## src/rtl/sfifo_pkg.sv

```systemverilog
package sfifo_pkg;
  localparam int unsigned DEF_DEPTH  = 32;
  localparam int unsigned DEF_DATA_W = 16;
  localparam int unsigned DEF_THR_W  = 6;
  localparam int unsigned NSRC       = 12;

  // status / mask bit positions
  localparam int unsigned S_RX_OVF = 0;
  localparam int unsigned S_RX_STV = 1;
  localparam int unsigned S_RX_AF  = 2;
  localparam int unsigned S_RX_FU  = 3;
  localparam int unsigned S_RX_AE  = 4;
  localparam int unsigned S_RX_EM  = 5;
  localparam int unsigned S_TX_OVF = 6;
  localparam int unsigned S_TX_STV = 7;
  localparam int unsigned S_TX_AF  = 8;
  localparam int unsigned S_TX_FU  = 9;
  localparam int unsigned S_TX_AE  = 10;
  localparam int unsigned S_TX_EM  = 11;

  localparam logic [NSRC-1:0] STICKY_SRC = 12'b0000_1100_0011;

  typedef struct packed {
    logic almost_full;
    logic full;
    logic almost_empty;
    logic empty;
  } lvl_t;

  function automatic logic at_or_below(int unsigned c, int unsigned t);
    return c <= t;
  endfunction

  function automatic logic at_or_above(int unsigned c, int unsigned t);
    return c >= t;
  endfunction

  function automatic int unsigned ptr_next(int unsigned p, int unsigned depth);
    return (p + 1 == depth) ? 0 : p + 1;
  endfunction
endpackage

```

## src/rtl/sfifo_buf.sv

```systemverilog
module sfifo_buf
  import sfifo_pkg::*;
#(
  parameter int unsigned DEPTH  = DEF_DEPTH,
  parameter int unsigned DATA_W = DEF_DATA_W,
  parameter int unsigned THR_W  = DEF_THR_W,
  localparam int unsigned CNT_W = $clog2(DEPTH + 1)
) (
  input  logic              clk,
  input  logic              rst_n,
  input  logic              en,
  input  logic [THR_W-1:0]  thr,
  input  logic              push,
  input  logic [DATA_W-1:0] push_data,
  input  logic              pop,
  output logic [DATA_W-1:0] head_data,
  output logic              head_valid,
  output logic [CNT_W-1:0]  count,
  output lvl_t              lvl,
  output logic              ovf_ev,
  output logic              stv_ev
);
  localparam int unsigned PTR_W = (DEPTH > 1) ? $clog2(DEPTH) : 1;

  logic [DATA_W-1:0] mem [DEPTH];
  logic [PTR_W-1:0]  wr_ptr, rd_ptr;
  logic [CNT_W-1:0]  cnt_q;
  logic              push_ok, pop_ok;

  assign lvl.empty        = (cnt_q == '0);
  assign lvl.full         = (cnt_q == CNT_W'(DEPTH));
  assign lvl.almost_empty = at_or_below(32'(cnt_q), 32'(thr));
  assign lvl.almost_full  = at_or_above(32'(cnt_q), 32'(thr));

  assign push_ok = en & push & ~lvl.full;
  assign pop_ok  = en & pop  & ~lvl.empty;
  assign ovf_ev  = en & push & lvl.full;
  assign stv_ev  = en & pop  & lvl.empty;

  always_ff @(posedge clk or negedge rst_n) begin
    if (!rst_n) begin
      wr_ptr <= '0;
      rd_ptr <= '0;
      cnt_q  <= '0;
    end else if (!en) begin
      wr_ptr <= '0;
      rd_ptr <= '0;
      cnt_q  <= '0;
    end else begin
      if (push_ok) wr_ptr <= PTR_W'(ptr_next(32'(wr_ptr), DEPTH));
      if (pop_ok)  rd_ptr <= PTR_W'(ptr_next(32'(rd_ptr), DEPTH));
      case ({push_ok, pop_ok})
        2'b10:   cnt_q <= cnt_q + 1'b1;
        2'b01:   cnt_q <= cnt_q - 1'b1;
        default: cnt_q <= cnt_q;
      endcase
    end
  end

  always_ff @(posedge clk) begin
    if (push_ok) mem[wr_ptr] <= push_data;
  end

  assign head_data  = mem[rd_ptr];
  assign head_valid = ~lvl.empty;
  assign count      = cnt_q;

  // occupancy never exceeds depth
  p_count_bound_r3: assert property (@(posedge clk) disable iff (!rst_n)
    cnt_q <= CNT_W'(DEPTH));
  // balanced push and pop keep the count
  p_balanced_r3: assert property (@(posedge clk) disable iff (!rst_n)
    (en && push && pop && !lvl.full && !lvl.empty) |=> $stable(cnt_q));
  // a push into a full FIFO is dropped
  p_no_overflow_r5: assert property (@(posedge clk) disable iff (!rst_n)
    (en && push && !pop && lvl.full) |=> (cnt_q == CNT_W'(DEPTH)));
  // a pop from an empty FIFO leaves it empty
  p_no_underflow_r6: assert property (@(posedge clk) disable iff (!rst_n)
    (en && pop && !push && lvl.empty) |=> (cnt_q == '0));
  // a disabled FIFO is flushed
  p_flush_r11: assert property (@(posedge clk) disable iff (!rst_n)
    !en |=> (cnt_q == '0));
endmodule

```

## src/rtl/sfifo_irq_ctl.sv

```systemverilog
module sfifo_irq_ctl #(
  parameter int unsigned      NSRC   = 12,
  parameter logic [NSRC-1:0]  STICKY = '0
) (
  input  logic            clk,
  input  logic            rst_n,
  input  logic            clr,
  input  logic            gen_en,
  input  logic [NSRC-1:0] ev,
  input  logic [NSRC-1:0] mask,
  output logic [NSRC-1:0] src,
  output logic            pend
);
  logic pend_q;
  logic hit;

  for (genvar i = 0; i < NSRC; i++) begin : g_src
    if (STICKY[i]) begin : g_sticky
      logic st_q;
      always_ff @(posedge clk or negedge rst_n) begin
        if (!rst_n)   st_q <= 1'b0;
        else if (clr) st_q <= ev[i];
        else          st_q <= st_q | ev[i];
      end
      assign src[i] = st_q;
    end else begin : g_live
      assign src[i] = ev[i];
    end
  end

  assign hit = gen_en & |(src & mask);

  always_ff @(posedge clk or negedge rst_n) begin
    if (!rst_n)   pend_q <= 1'b0;
    else if (clr) pend_q <= 1'b0;
    else          pend_q <= pend_q | hit;
  end

  assign pend = pend_q;

  // pending holds until cleared
  p_pend_hold_r9: assert property (@(posedge clk) disable iff (!rst_n)
    (pend_q && !clr) |=> pend_q);
  // no new pending while the global enable is low
  p_pend_gate_r9: assert property (@(posedge clk) disable iff (!rst_n)
    (!gen_en && !pend_q) |=> !pend_q);
  // a clear drops pending at the next edge
  p_clear_r10: assert property (@(posedge clk) disable iff (!rst_n)
    clr |=> !pend_q);
  // a clear without a new event empties every sticky source
  p_sticky_clear_r10: assert property (@(posedge clk) disable iff (!rst_n)
    (clr && ((ev & STICKY) == '0)) |=> ((src & STICKY) == '0));
endmodule

```

## src/rtl/sfifo_top.sv

```systemverilog
module sfifo_top
  import sfifo_pkg::*;
#(
  parameter int unsigned DEPTH  = DEF_DEPTH,
  parameter int unsigned DATA_W = DEF_DATA_W,
  parameter int unsigned THR_W  = DEF_THR_W,
  localparam int unsigned CNT_W = $clog2(DEPTH + 1)
) (
  input  logic              clk,
  input  logic              rst_n,
  input  logic              tx_fifo_en,
  input  logic              rx_fifo_en,
  input  logic              tx_dma_en,
  input  logic              rx_dma_en,
  input  logic [THR_W-1:0]  tx_thr,
  input  logic [THR_W-1:0]  rx_thr,
  input  logic              irq_gen_en,
  input  logic [NSRC-1:0]   irq_mask,
  input  logic              irq_clr,
  input  logic              bus_tx_wr,
  input  logic [DATA_W-1:0] bus_tx_data,
  input  logic              bus_rx_rd,
  output logic [DATA_W:0]   bus_rx_word,
  input  logic              ser_tx_pop,
  output logic [DATA_W:0]   ser_tx_word,
  input  logic              ser_rx_push,
  input  logic [DATA_W-1:0] ser_rx_data,
  output logic [CNT_W-1:0]  tx_count,
  output logic [CNT_W-1:0]  rx_count,
  output logic [3:0]        tx_flags,
  output logic [3:0]        rx_flags,
  output logic              tx_dma_req,
  output logic              rx_dma_req,
  output logic [NSRC-1:0]   irq_status,
  output logic              irq_pend,
  output logic              port_en
);
  lvl_t              tx_lvl, rx_lvl;
  logic [DATA_W-1:0] tx_head, rx_head;
  logic              tx_hv, rx_hv;
  logic              tx_ovf_ev, tx_stv_ev, rx_ovf_ev, rx_stv_ev;
  logic [NSRC-1:0]   ev_vec;

  sfifo_buf #(.DEPTH(DEPTH), .DATA_W(DATA_W), .THR_W(THR_W)) u_tx (
    .clk(clk), .rst_n(rst_n), .en(tx_fifo_en), .thr(tx_thr),
    .push(bus_tx_wr), .push_data(bus_tx_data), .pop(ser_tx_pop),
    .head_data(tx_head), .head_valid(tx_hv), .count(tx_count),
    .lvl(tx_lvl), .ovf_ev(tx_ovf_ev), .stv_ev(tx_stv_ev)
  );

  sfifo_buf #(.DEPTH(DEPTH), .DATA_W(DATA_W), .THR_W(THR_W)) u_rx (
    .clk(clk), .rst_n(rst_n), .en(rx_fifo_en), .thr(rx_thr),
    .push(ser_rx_push), .push_data(ser_rx_data), .pop(bus_rx_rd),
    .head_data(rx_head), .head_valid(rx_hv), .count(rx_count),
    .lvl(rx_lvl), .ovf_ev(rx_ovf_ev), .stv_ev(rx_stv_ev)
  );

  always_comb begin
    ev_vec           = '0;
    ev_vec[S_RX_OVF] = rx_ovf_ev;
    ev_vec[S_RX_STV] = rx_stv_ev;
    ev_vec[S_RX_AF]  = rx_lvl.almost_full;
    ev_vec[S_RX_FU]  = rx_lvl.full;
    ev_vec[S_RX_AE]  = rx_lvl.almost_empty;
    ev_vec[S_RX_EM]  = rx_lvl.empty;
    ev_vec[S_TX_OVF] = tx_ovf_ev;
    ev_vec[S_TX_STV] = tx_stv_ev;
    ev_vec[S_TX_AF]  = tx_lvl.almost_full;
    ev_vec[S_TX_FU]  = tx_lvl.full;
    ev_vec[S_TX_AE]  = tx_lvl.almost_empty;
    ev_vec[S_TX_EM]  = tx_lvl.empty;
  end

  sfifo_irq_ctl #(.NSRC(NSRC), .STICKY(STICKY_SRC)) u_irq (
    .clk(clk), .rst_n(rst_n), .clr(irq_clr), .gen_en(irq_gen_en),
    .ev(ev_vec), .mask(irq_mask), .src(irq_status), .pend(irq_pend)
  );

  assign ser_tx_word = {tx_hv, tx_head};
  assign bus_rx_word = {rx_hv, rx_head};
  assign tx_flags    = tx_lvl;
  assign rx_flags    = rx_lvl;
  assign tx_dma_req  = tx_dma_en & tx_fifo_en & tx_lvl.almost_empty;
  assign rx_dma_req  = rx_dma_en & rx_fifo_en & rx_lvl.almost_full;
  assign port_en     = tx_fifo_en | rx_fifo_en;

  // DMA requests follow the counts from the FIFO instances
  p_tx_dma_r7: assert property (@(posedge clk) disable iff (!rst_n)
    tx_dma_req |-> (tx_count <= CNT_W'(tx_thr)));
  p_rx_dma_r7: assert property (@(posedge clk) disable iff (!rst_n)
    rx_dma_req |-> (rx_count >= CNT_W'(rx_thr)));
  // a valid head exactly when data is held
  p_tx_valid_r2: assert property (@(posedge clk) disable iff (!rst_n)
    ser_tx_word[DATA_W] == (tx_count != '0));
endmodule

```

## config.mk

```make
export PLATFORM = sky130hd
export DESIGN_NAME = sfifo_top
export DESIGN_NICKNAME = d
export VERILOG_FILES = /design/src/rtl/sfifo_pkg.sv /design/src/rtl/sfifo_buf.sv /design/src/rtl/sfifo_irq_ctl.sv /design/src/rtl/sfifo_top.sv
export SDC_FILE = /design/constraint.sdc
export NUM_CORES = 1
export LEC_CHECK = 0
export BUFFER_PORTS_ARGS = -buffer_cell sky130_fd_sc_hd__buf_2
export CAP_MARGIN = 20
export CORE_ASPECT_RATIO = 0.75
export CORE_MARGIN = 8
export CORE_UTILIZATION = 58
export CTS_BUF_LIST = sky130_fd_sc_hd__clkbuf_16
export CTS_CLUSTER_DIAMETER = 30
export DETAILED_ROUTE_END_ITERATION = 10
export GPL_TIMING_DRIVEN = 0
export HOLD_SLACK_MARGIN = 0.08
export PLACE_DENSITY = 0.71
export SYNTH_ARGS = -nofsm -noshare
export SYNTH_HDL_FRONTEND = slang
export SYNTH_SLANG_ARGS = --single-unit
```

## constraint.sdc

```tcl
create_clock -name clk -period 4 [get_ports clk]
set_clock_uncertainty 0.15 [all_clocks]
set_input_delay 0.6 -clock clk [delete_from_list [all_inputs] [get_ports clk]]
set_output_delay 0.6 -clock clk [all_outputs]
set_load 0.01 [all_outputs]
```

# Yosys cells after proc, flatten, opt, wreduce, memory -nomap -nowiden
# Memory sizes are Yosys's and may differ from the RTL's.
# Index checks and enable logic that the tools add are counted.
[totals]
regBits = 37
ramBits = 1024
word_cells = 97
n_memories = 2
[mem_list]
columns = ["name", "words", "width", "rd", "rd_clocked_by_memory_dff", "write_ports", "line_no", "source"]
rows = [
  ["u_rx.mem", 32, 16, 1, 0, 1, "sfifo_buf.sv:25", "logic [DATA_W-1:0] mem [DEPTH];"],
  ["u_tx.mem", 32, 16, 1, 0, 1, "sfifo_buf.sv:25", ""],
]
[op_classes]
n_addsub = 8
order_cmp = 4
n_eq_ne = 16
muxes = 25
bitwise_logic = 28
reduce_logical = 3
[ops]
columns = ["cell", "count"]
rows = [
  ["2-to-1 mux 5 bit", 12],
  ["== test 6 bit (second input constant)", 6],
  ["adder 5 x 1 -> 6 bit (second input constant)", 4],
  ["one-hot mux 6 bit (2 select lines)", 2],
  ["bitwise AND 1 bit", 17],
  ["adder 6 x 1 -> 6 bit (second input constant)", 2],
  ["bitwise AND 12 bit", 1],
  ["greater-or-equal comparator 6 bit", 2],
  ["<= comparator 6 bit", 2],
  ["zero test 6 bit", 2],
  ["2-to-1 mux 6 bit", 2],
  ["OR reduction 12 bit", 1],
  ["subtractor 6 x 1 -> 6 bit (second input constant)", 2],
  ["2-to-1 mux 1 bit", 9],
  ["inequality test 2 x 1 -> 1 bit (second input constant)", 4],
  ["inequality test 3 x 1 -> 1 bit (second input constant)", 2],
  ["OR 1 bit", 6],
  ["== test 2 x 1 -> 1 bit (second input constant)", 2],
  ["== test 2 bit (second input constant)", 2],
  ["inverter 1 bit", 4],
]

# Logic depth before layout (Yosys ltp)
# Gate-level depths: netlist of the first run.
[depth]
depth_word = 6
ltp_mapped = 11
mapped_depth_nobuf = 10

# Hierarchy
# A second synthesis of the first run with hierarchy kept.
[hier_totals]
hier_cells = 1885
hier_area_um2 = 42075.4
[by_module_without_submodules]
columns = ["mod", "instances", "cells_each", "area_each_um2", "seq_area_each_um2"]
rows = [
  ["sfifo_buf (u_rx)", 1, 922, 20871.3, 15775.1],
  ["sfifo_buf (u_tx)", 1, 927, 20853.8, 15775.1],
  ["sfifo_irq_ctl", 1, 31, 315.3, 125.1],
  ["sfifo_top", 1, 5, 35.0, 0.0],
]

# Worst setup path before layout of the first run
# Ideal clock, no wire load.
[synth_path]
kind = "register -> register"
startpoint = "reg u_rx.cnt_q[0] (netlist: u_rx.count[0])"
endpoint = "reg u_rx.cnt_q[5] (netlist: u_rx.count[5])"
setup_ns = 0.079
t_arrival_ns = 3.048
required_time_ns = 3.771
setup_slack_ns = 0.723
stages_incl_launch_ff = 12
n_path_buf = 1
synth_period_minus_slack_ns = 3.277
cell_sequence = "dfrtp_1 -> or4_1 -> o31a_1 -> clkbuf_1 -> nor2b_1 -> and2_1 -> ha_1 -> a211oi_1 -> o21bai_1 -> a21oi_1 -> mux2i_1 -> mux2i_1"
[synth_via]
elab_chain_cells = 6
elab_cells_between_ends = 13
cone_classes = "2 x add/sub; 4 x eq/ne; 2 x mux; 4 x bitwise; 1 x reduce/logical"
[synth_lines]
columns = ["element", "line_no", "source"]
rows = [
  ["start, declared", "sfifo_buf.sv:27", "logic [CNT_W-1:0] cnt_q;"],
  ["start signal, assigned", "sfifo_buf.sv:53", "2'b10: cnt_q <= cnt_q + 1'b1;"],
  ["start signal, assigned", "sfifo_buf.sv:54", "2'b01: cnt_q <= cnt_q - 1'b1;"],
  ["start signal, assigned", "sfifo_buf.sv:55", "default: cnt_q <= cnt_q;"],
  ["== test 6 bit / zero test 6 bit (equally long branches)", "sfifo_buf.sv:31, sfifo_buf.sv:30", ""],
  ["inverter 1 bit (on tied branches)", "sfifo_buf.sv:35, sfifo_buf.sv:36", ""],
  ["bitwise AND 1 bit (on tied branches)", "sfifo_buf.sv:35, sfifo_buf.sv:36", ""],
  ["== test 2 x 1 -> 1 bit / == test 2 bit (equally long branches)", "sfifo_buf.sv:52", "case ({push_ok, pop_ok})"],
  ["one-hot mux 6 bit (2 select lines)", "sfifo_buf.sv:52", ""],
  ["2-to-1 mux 6 bit", "sfifo_buf.sv:45", "end else if (!en) begin"],
]
# Several ways; a longest one is shown, not always the timed one.
# A chain may end at the register's enable or synchronous reset.

# Worst setup path after layout of the first run
[layout_path]
startpoint = "reg u_tx.rd_ptr[0]"
endpoint = "out ser_tx_word[8]"
[layout_via]
elab_chain_cells = 1
[layout_lines]
columns = ["element", "line_no", "source"]
rows = [
  ["start, declared", "sfifo_buf.sv:26", "logic [PTR_W-1:0] wr_ptr, rd_ptr;"],
  ["start signal, assigned", "sfifo_buf.sv:51", "if (pop_ok) rd_ptr <= PTR_W'(ptr_next(32'(rd_ptr), DEPTH));"],
  ["memory (32 x 16 bit)", "-", ""],
  ["end, declared", "sfifo_top.sv:25", "output logic [DATA_W:0] ser_tx_word,"],
]
# Every way passes these cells.

==> results of run 1 <==
==> worst max-delay path, cell delays in order, from the launching register on <==
cell and delay, ps:
dfrtp_1 340, buf_2 230, buf_6 230, buf_4 270, mux2i_1 110, o221ai_1 410
o22ai_1 190, a211oi_2 330, a31o_2 180, buf_2 130
==> timing repair <==
action	CTS	global route
gates cloned	1	0
buffers inserted	0	0
pin swaps	0	1
resized for setup	85	27
endpoints found under the setup margin	32	27
endpoints found under the hold margin	43	0
hold buffers	9	0
==> cell type report <==
type                    instances  area [um2]  area share (%)
multi-input cells             839       10000            19.7
plain buffers                 121         790            1.55
flip-flops and latches       1061       31700            62.3
well taps                     957        1200            2.35
clock buffers                 146        3650            7.18
clock inverters               123        1250            2.45
inverters                      27         101           0.199
repair buffers                212        2200            4.33
==> path summary, 6_finish.rpt <==
check	start	end	slack, ps
min	rst_n	u_rx.count[2]	190
max in group asynchronous	rst_n	u_tx.count[2]	2990
max	u_tx.rd_ptr[0]	ser_tx_word[8]	80
min reg2reg	u_irq.g_src[6].g_sticky.st_q	u_irq.g_src[6].g_sticky.st_q	370
min in group clk	bus_tx_data[12]	u_tx.mem[0][12]	220
max reg2reg	u_rx.count[0]	u_rx.count[5]	240
==> routing by layer <==
layer	wire length (um)	share of wire [%]	GRT usage, %
met3	12400	12	7.05
met5	0	0	0
met1	43700	42	38.9
met4	2440	2.3	7.03
met2	46100	44	36.8
==> through the flow <==
step           hold slack [ps]  TNS, ps
2_1_floorplan              154        0
3_3_place_gp               360        0
3_5_place_dp               356        0
4_1_cts                    179     -476
5_1_grt                    193        0
6_report                   187        0
==> cells in the mapped netlist (all sizes together), types with 3 or more instances <==
library cell | instances | area share [%]
xor2 | 3 | 0.080
o21a | 5 | 0.089
ha | 30 | 0.89
and3 | 11 | 0.16
mux4 | 241 | 13
dfrtp | 37 | 2.2
nand2 | 66 | 0.59
edfxtp | 1024 | 73
mux2i | 90 | 2.1
nor3 | 6 | 0.071
and2 | 21 | 0.31
o22ai | 24 | 0.36
o22a | 9 | 0.19
o221ai | 39 | 0.81
nor2b | 12 | 0.18
clkbuf | 63 | 0.56
a211oi | 19 | 0.34
mux2 | 34 | 0.91
inv | 27 | 0.24
or2 | 4 | 0.059
o21bai | 3 | 0.053
a21oi | 18 | 0.21
a31o | 9 | 0.19
a21o | 11 | 0.20
nand4 | 5 | 0.074
or4 | 3 | 0.062
nor2 | 80 | 0.71
nand3b | 4 | 0.071
nand2b | 7 | 0.10
or3b | 4 | 0.083
buf | 59 | 0.82
nand3 | 15 | 0.18
xnor2 | 21 | 0.44
o21ai | 22 | 0.26
==> flip-flops by register name (all words and copies together), names as in the netlist <==
| register | cells |
|---|---|
| u_rx.mem | 512 |
| u_tx.mem | 512 |
| u_rx.count | 6 |
| u_tx.count | 6 |
| u_rx.rd_ptr | 5 |
| u_rx.wr_ptr | 5 |
| u_tx.rd_ptr | 5 |
| u_tx.wr_ptr | 5 |
| u_irq.g_src.g_sticky.st_q | 4 |
| u_irq.pend | 1 |
==> cell usage in the layout, fill, tap and decap left out, types with 20 or more instances in the layout <==
master,count
edfxtp_1,1024
mux4_2,241
clkbuf_16,146
buf_2,144
mux2i_1,90
nand2_1,66
nor2_2,64
inv_1,42
clkbuf_1,37
dfrtp_1,37
buf_8,36
o221ai_1,35
buf_16,35
mux2_2,34
ha_1,30
buf_4,27
clkinv_2,26
o22ai_1,24
o21ai_0,22
clkbuf_2,21
xnor2_1,21
and2_1,20
clkinv_1,20
==> power by group <==
| group | total [W] | switching, W | internal [W] |
|---|---|---|---|
| Sequential | 0.0125 | 0.000167 | 0.0124 |
| Combinational | 0.00649 | 0.00338 | 0.00311 |
| Clock | 0.0127 | 0.00501 | 0.00771 |
==> logic make-up after synthesis <==
group | Yosys count | synth area share (%)
compound gates | 174 | 3.05
xor+xnor | 24 | 0.517
fa+ha+maj | 32 | 0.986
buf+inv | 149 | 1.62
flops | 1061 | 75.1
mux | 365 | 15.9
simple gates | 244 | 2.76
==> flow_summary.json, run 1 <==
{
  "reg2reg_depth": 11,
  "clockRootBuffer": "clkbuf_16",
  "grt_setup_unrepaired": "true",
  "die-area_um2": 81600,
  "hold_violations": 0,
  "clock.fmax_mhz": 255,
  "syn_to_final_growth_pct": 20.7,
  "wirelength_um": 105000,
  "timing.final.crit_share_pct": 98.1,
  "syn_nets": 2149,
  "setup.worst_path.end_class": "output pin",
  "ir_drop_uv": 441,
  "fillCellCount": 4211,
  "placed_cell_area_um2": 45600,
  "maxSlewViolCount": 0,
  "synth-edff-count": 1024,
  "cts.clk_slew.worst_paths_ps": 60,
  "startpoint_type": "flip-flop",
  "clock-sinks": 1061,
  "avgSynthCellArea_um2": 20.6,
  "relSlewSlack_pct": 31.3,
  "synthArstFlopShare_pct": 3.49,
  "antenna_found_initial": 0,
  "clockBufferDepth": 3,
  "drt-initial-drc-count": 3117,
  "pre_cts_ws_ps": 296,
  "num_io_pins": 138,
  "drc": 0,
  "max-cap-violations": 0,
  "wl_per_cell_um": 30.0,
  "synth_cell_type_count": 55,
  "final_area_um2": 50900,
  "start_util_pct": 58.6,
  "status": "finished, final reports clean",
  "track_usage_pct": 25.6,
  "critical_path_class": "flip-flop to output pin",
  "core_area_um2": 71900,
  "routed-via-count": 22698,
  "power.density_nw_per_um2": 624,
  "tritoncts": "done",
  "antenna_left": 0,
  "port_buffers": 137,
  "yosysSeqAreaShare_pct": 75.1,
  "nNetsFinal": 2507,
  "ys_ff_latch": 1061,
  "h-tree-depth": 4,
  "cts_buffers": 145,
  "die_y_um": 249,
  "tightest_slew_ps": 1030,
  "grt_pass1_wl_um": 154000,
  "grt_max_degree": 38,
  "hp-class": "input port to async pin",
  "antenna_cells": 0,
  "post-route-util_pct": 70.8,
  "avgViaCountPerCell": 6.51,
  "num_rows": 85,
  "setup_ws_ps": 76.3,
  "yosysWarnings": 0,
  "dieWidth_um": 327,
  "dp.cells": 3207,
  "design_power_total_w": 0.0318,
  "synthCells": 2049,
  "crit_required_ps": 3250,
  "overflow": 0,
  "finalNonFillerCells": 3486,
  "period_needed_ps": 3920,
  "dp_hpwl_um": 66800,
  "drive_above_1_share_pct": 35.2,
  "cp_max_fo": 10,
  "first_pass_iters": 6,
  "finalSetupViolCount": 0,
  "gp_congestion": 0.879,
  "synth_ff_type": "edfxtp_1",
  "cp_data_arrival_time_ps": 3170,
  "synth_area_um2": 42200,
  "leakage_nw": 16.7,
  "insertion_delay_ps": 740,
  "grt_pass1_vias": 22989
}
(Power assumes the default switching activity.)
==> inputs of run 2 (changes only) <==
Clock period 4 ns to 4.27 ns, I/O delays scaled along.
==> run 2 against run 1 <==
  * Register-to-register slack better by 260 ps
  * Critical path type unchanged
  * Clock-buffer cell count did not move
  * Largest power group unchanged
  * Global-route usage shrank 0.063 points
  * Setup slack got worse by 16 ps
  * Sequential share of layout area up 0.25 points
  * Utilization shrank 0.28 points
  * Sequential power shrank 6%
  * Die area unchanged
  * Flip-flop and latch count stayed put
  * Routed wire length shrank 0.27%
  * Critical path depth unchanged
  * Largest cell class unchanged
  * Cell area decreased by 0.39%
==> flow_summary.json, run 2 (synthesis results as in run 1) <==
{
  "routed-via-count": 22611,
  "overflow": 0,
  "dieWidth_um": 327,
  "cts.clk_slew.worst_paths_ps": 60,
  "startpoint_type": "flip-flop",
  "post-route-util_pct": 70.5,
  "final_cell_mix": "edfxtp_1, mux4_2, buf_2, clkbuf_16, mux2i_1",
  "wl_met3_um": 12500,
  "wl_met2_um": 46100,
  "maxSlewViolCount": 0,
  "crit_required_ps": 3480,
  "multi_input_area_um2": 9960,
  "period_needed_ps": 4210,
  "avgViaCountPerCell": 6.48,
  "wl_per_cell_um": 29.9,
  "fillCellCount": 4238,
  "drc": 0,
  "grt_setup_unrepaired": "false",
  "start_util_pct": 58.6,
  "clockRootBuffer": "clkbuf_16",
  "port_buffers": 137,
  "holdWs_ps": 129,
  "die_y_um": 249,
  "cts_buffers": 145,
  "grt_max_degree": 38,
  "combPwrFrac_pct": 20.1,
  "hold_violations": 0,
  "gp_congestion": 0.879,
  "mostFrequentLayoutCell": "edfxtp_1",
  "dp_hpwl_um": 66800,
  "first_pass_iters": 6,
  "tritoncts": "done",
  "track_usage_pct": 25.6,
  "wirelength_um": 104000,
  "syn_to_final_growth_pct": 20.2,
  "p_sw_share_pct": 27.0,
  "internal_power_w": 0.0216,
  "setup.worst_path.end_class": "output pin",
  "power.density_nw_per_um2": 584,
  "drive_above_1_share_pct": 34.3,
  "clock.fmax_mhz": 238,
  "top_regs": "u_rx.mem (512), u_tx.mem (512)",
  "clockBufferDepth": 3,
  "drt-initial-drc-count": 3172,
  "critical_path_class": "flip-flop to output pin",
  "power_frac_clock_pct": 40.3,
  "clock-sinks": 1061,
  "grt_pass1_vias": 22893,
  "nNetsFinal": 2508,
  "tightest_slew_ps": 1000,
  "finalSetupViolCount": 0,
  "routedLengthMet1_um": 43500,
  "antenna_left": 0,
  "seqPwrFrac_pct": 39.7,
  "insertion_delay_ps": 730,
  "timing.final.crit_share_pct": 98.6,
  "relSlewSlack_pct": 33.0,
  "num_io_pins": 138,
  "num_rows": 85,
  "cp_data_arrival_time_ps": 3420,
  "dr.max_layer_used": "met4",
  "fin_setup_tns_ps": 0,
  "switchingPower_w": 0.00800,
  "cts_setup_buffers": 0,
  "die-area_um2": 81600,
  "max-cap-violations": 0,
  "grt_pass1_wl_um": 154000,
  "leakage_nw": 16.7,
  "ff_latch_area_um2": 31700,
  "ir_drop_uv": 414,
  "cp_max_fo": 10,
  "hp-class": "input port to flip-flop",
  "status": "finished, final reports clean",
  "core_area_um2": 71900,
  "antenna_cells": 0,
  "antenna_found_initial": 0,
  "h-tree-depth": 4
}
## run 2: changes by cell type in the layout (fill, tap and decap cells not counted), sizes merged
cell | before | now
clkbuf | 213 | 210
clkdlybuf4s15 | 3 | 0
buf | 254 | 262
dlygate4sd3 | 9 | 8
## run 2: repair_timing
item	CTS	global route
gates resized for setup	21	22
hold buffers	8	0
endpoints found under the hold margin	43	0
endpoints found under the setup margin	30	20
## run 2: power by group through the flow
stage          Clock (W)  Sequential (W)  Combinational, W
2_1_floorplan          0          0.0119           0.00395
3_3_place_gp           0          0.0119           0.00569
3_5_place_dp           0          0.0119           0.00583
4_1_cts           0.0120          0.0117           0.00595
5_1_grt           0.0125          0.0118           0.00627
6_report          0.0119          0.0117           0.00594
## run 2: critical path, stage by stage, from the launching register on
cell	delay [ps]
dfrtp_1	340
buf_2	220
buf_2	350
buf_4	300
mux2i_1	140
o221ai_1	350
o22ai_1	160
a211oi_1	500
a31o_2	190
buf_2	130
## run 2: final timing paths
check	start	to	slack (ps)	cells past startpoint
setup / recovery	u_tx.rd_ptr[0]	ser_tx_word[3]	60	9
hold / removal	ser_rx_push	u_irq.g_src[0].g_sticky.st_q	130	3
setup reg to reg	u_rx.count[0]	u_rx.count[5]	500	11
hold reg to reg	u_irq.g_src[6].g_sticky.st_q	u_irq.g_src[6].g_sticky.st_q	370	1
max in group asynchronous	rst_n	u_tx.count[2]	3210	3
min in group asynchronous	rst_n	u_rx.count[2]	230	2
## run 2: per-stage QoR
stage	instances	instance area (um2)	setup WS, ps	total power (W)
6_report	3487	50700	60.6	0.0296
5_1_grt	3487	50700	9.22	0.0305
2_1_floorplan	2049	42200	993	0.0159
4_1_cts	3484	50600	8.31	0.0297
3_3_place_gp	3143	44000	340	0.0176
3_5_place_dp	3207	45600	525	0.0178
## run 2: layout make-up
cell class	instances	area share, %
multi-input combinational	839	19.7
buffer	122	1.23
tap	957	2.36
timing repair buffer	212	4.37
clock inverter	123	2.46
clock buffer	146	7.21
inverter	27	0.200
sequential	1061	62.5
## run 2: metal layers
metal	GRT usage, %	up-vias
met1	39.0	11764
met3	6.76	170
li1	-	9220
met2	36.9	1457
met5	0	-
met4	6.73	0
==> inputs of run 3 (changes only) <==
Settings changed: BUFFER_PORTS_ARGS -buffer_cell sky130_fd_sc_hd__buf_2 to -buffer_cell sky130_fd_sc_hd__clkbuf_2, CELL_PAD_IN_SITES_DETAIL_PLACEMENT set to 1, CELL_PAD_IN_SITES_GLOBAL_PLACEMENT set to 1, CORE_UTILIZATION 58 to 55, PLACE_DENSITY 0.71 to 0.75, SYNTH_HIERARCHICAL set to 1.
==> run 3 against run 2 <==
  * Sequential share of layout area increased by 0.65 points
  * Register-to-register slack better by 20 ps
  * Critical path depth shrank 4
  * Highest routed layer is now met5
==> flow_summary.json, run 3 <==
{
  "status": "finished, final reports clean",
  "holdCritStartpoint": "tx_fifo_en",
  "design_power_total_w": 0.0308,
  "crit_required_ps": 3480,
  "antenna_left": 0,
  "ir_drop_uv": 375,
  "clockBufferDepth": 3,
  "finalSetupViolCount": 0,
  "cts_buffers": 145,
  "worstHoldEndpoint": "u_tx/wr_ptr[0]",
  "cp.depth": 5,
  "wirelength_um": 118000,
  "syn_to_final_growth_pct": 19.2,
  "yosysWarnings": 6,
  "num_rows": 88,
  "first_pass_iters": 5,
  "synth_area_um2": 42100,
  "cpMaxStageDelayCell": "clkbuf_1",
  "leakage_nw": 16.3,
  "start_util_pct": 55.1,
  "dp_hpwl_um": 73500,
  "antenna_found_initial": 13,
  "pre_cts_ws_ps": 121,
  "nNetsFinal": 2300,
  "reg2reg_depth": 11,
  "synth_top_cell_by_area": "edfxtp_1",
  "r2r-start": "u_tx/count[4]",
  "cts.clk_slew.worst_paths_ps": 50,
  "insertion_delay_ps": 730,
  "relSlewSlack_pct": 25.1,
  "maxSlewViolCount": 0,
  "crit_path_start": "u_tx/rd_ptr[1]",
  "final_cell_mix": "edfxtp_1, mux4_2, clkbuf_16, clkbuf_2, nor2_2",
  "grt_pass1_vias": 23267,
  "overflow": 0,
  "critPathMaxStageDelay_ps": 820,
  "tightest_slew_ps": 1120,
  "r2r-end": "u_tx/count[4]",
  "routed-via-count": 22272,
  "critical_path_class": "flip-flop to output pin",
  "dieWidth_um": 335,
  "syn_nets": 1981,
  "drc": 0,
  "num_io_pins": 138,
  "setup_ws_ps": 73.4,
  "track_usage_pct": 27.7,
  "die-area_um2": 85700,
  "h-tree-depth": 4,
  "drive_above_1_share_pct": 39.4,
  "setup.worst_path.end_class": "output pin",
  "mostFrequentLayoutCell": "edfxtp_1",
  "drt-initial-drc-count": 3167,
  "ys_ff_latch": 1061,
  "synth_ff_type": "edfxtp_1",
  "crit_buf_inv": 2,
  "port_buffers": 135,
  "gp_congestion": 0.834,
  "synth_cell_type_count": 69,
  "critPathTopFamily": "multiplexers",
  "hold_depth": 3,
  "hold_violations": 0,
  "timing.final.crit_share_pct": 98.3,
  "wl_per_cell_um": 35.2,
  "grt_pass1_wl_um": 169000,
  "cp_max_fo": 10,
  "yosysMostFrequentCell": "edfxtp_1",
  "synthCells": 1885,
  "synth_top_area_share_pct": 73.1,
  "core_area_um2": 76300,
  "period_needed_ps": 4200,
  "top_regs": "u_rx/mem (512), u_tx/mem (512)",
  "avgSynthCellArea_um2": 22.3,
  "synth-edff-count": 1024,
  "synth.area.top_cells": "edfxtp_1, mux4_2, dfrtp_1, mux2_2, ha_1",
  "startpoint_type": "flip-flop",
  "yosysSeqAreaShare_pct": 75.3,
  "grt_max_degree": 33,
  "tritoncts": "done",
  "hp-class": "input port to flip-flop",
  "critPathMostFrequentCell": "mux4_2",
  "avgViaCountPerCell": 6.63,
  "clockRootBuffer": "clkbuf_16",
  "regToRegSetupSlack_ps": 520,
  "max-cap-violations": 0,
  "die_y_um": 256,
  "power.density_nw_per_um2": 613,
  "clock-sinks": 1061,
  "synthArstFlopShare_pct": 3.49,
  "clock.fmax_mhz": 238,
  "grt_setup_unrepaired": "false",
  "cp_data_arrival_time_ps": 3410,
  "path_cells": "clkbuf_1 > mux4_2 > mux4_2 > mux2_2 > clkbuf_2",
  "netlist_top_cells_count": "edfxtp_1, mux4_2, nor2_1"
}
-- run 3: cell count changes after synthesis, moves of 9 or more --
| cell | before | now |
|---|---|---|
| clkbuf_1 | 63 | 51 |
| a211oi_1 | 19 | 2 |
| a31o_2 | 9 | 0 |
| a21oi_1 | 18 | 8 |
| mux2i_1 | 90 | 5 |
| and3_1 | 11 | 1 |
| o22a_1 | 9 | 0 |
| o221ai_1 | 39 | 0 |
| o22ai_1 | 24 | 0 |
| mux4_2 | 241 | 320 |
| buf_1 | 11 | 20 |
| nand2_1 | 66 | 41 |
-- run 3: worst max-delay path by stage --
stage | slack (ps) | to
floorplan | 1170 | bus_rx_word[0]
global placement | 110 | bus_rx_word[12]
detailed placement | 120 | bus_rx_word[12]
CTS | -20 | ser_tx_word[11]
global route | 3 | ser_tx_word[11]
finish | 70 | ser_tx_word[11]
-- run 3: cell families after synthesis --
| family | synth area share, % |
|---|---|
| DFF | 75.3 |
| muxes | 18.1 |
| and+or+nand+nor | 2.37 |
| buffers and inverters | 1.56 |
| AOI/OAI and AO/OA | 1.50 |
| adders and majority gates | 0.833 |
| xor gates and xnor gates | 0.354 |
-- run 3: worst register-to-register path, stage by stage (launching register included) --
cell and delay, ps:
dfrtp_1 430, clkbuf_1 410, nor4_1 110, a21oi_1 310, clkbuf_1 540, and2_1 310, xor2_1 110, ha_1 270
or3_2 430, nand4_1 130, a2111oi_2 80, a311o_1 340
-- run 3: routing by layer --
layer  track usage, %  part of all wire (%)  wire length (um)  up-vias
li1                 -                     -                 -     8642
met1             40.9                    40             47500    11951
met2             39.9                    45             52800     1496
met3             8.63                    13             15300      181
met4             8.35                   2.3              2750        2
met5                0                 0.011                13        -
-- run 3: timing repair --
item	in CTS	in global routing
endpoints found under the hold margin	20	0
buffers inserted	0	0
gates resized for setup	70	20
hold buffers	4	0
pin swaps	0	0
setup endpoints to repair	32	31
cloned	0	0
-- run 3: through the flow --
stage	utilization [%]	hold slack [ps]	TNS, ps	cell area (um2)	instances
global route	65.7	183	0	50200	3360
floorplan	-	195	0	42100	1885
detailed placement	58.9	357	0	45000	3090
CTS	65.7	146	-71.8	50100	3360
global placement	57.7	354	0	44000	3055
finish	65.7	186	0	50200	3361
-- run 3: cell type report --
cell class / count / area (um2)
Clock inverter: 119 / 1250
Clock buffer: 149 / 3730
Buffer: 113 / 721
Multi-Input combinational cell: 684 / 9900
Inverter: 25 / 93.8
Timing Repair Buffer: 174 / 1490
Tap cell: 1035 / 1290
Sequential cell: 1061 / 31700
Fill cell: 6056 / 26100
Antenna cell: 1 / 2.50
-- run 3: power breakdown --
| group | internal (W) | switching, W | total, W |
|---|---|---|---|
| registers | 0.0116 | 0.000163 | 0.0117 |
| clock network | 0.00751 | 0.00477 | 0.0123 |
| logic | 0.00304 | 0.00372 | 0.00676 |
| total | 0.0221 | 0.00865 | 0.0308 |
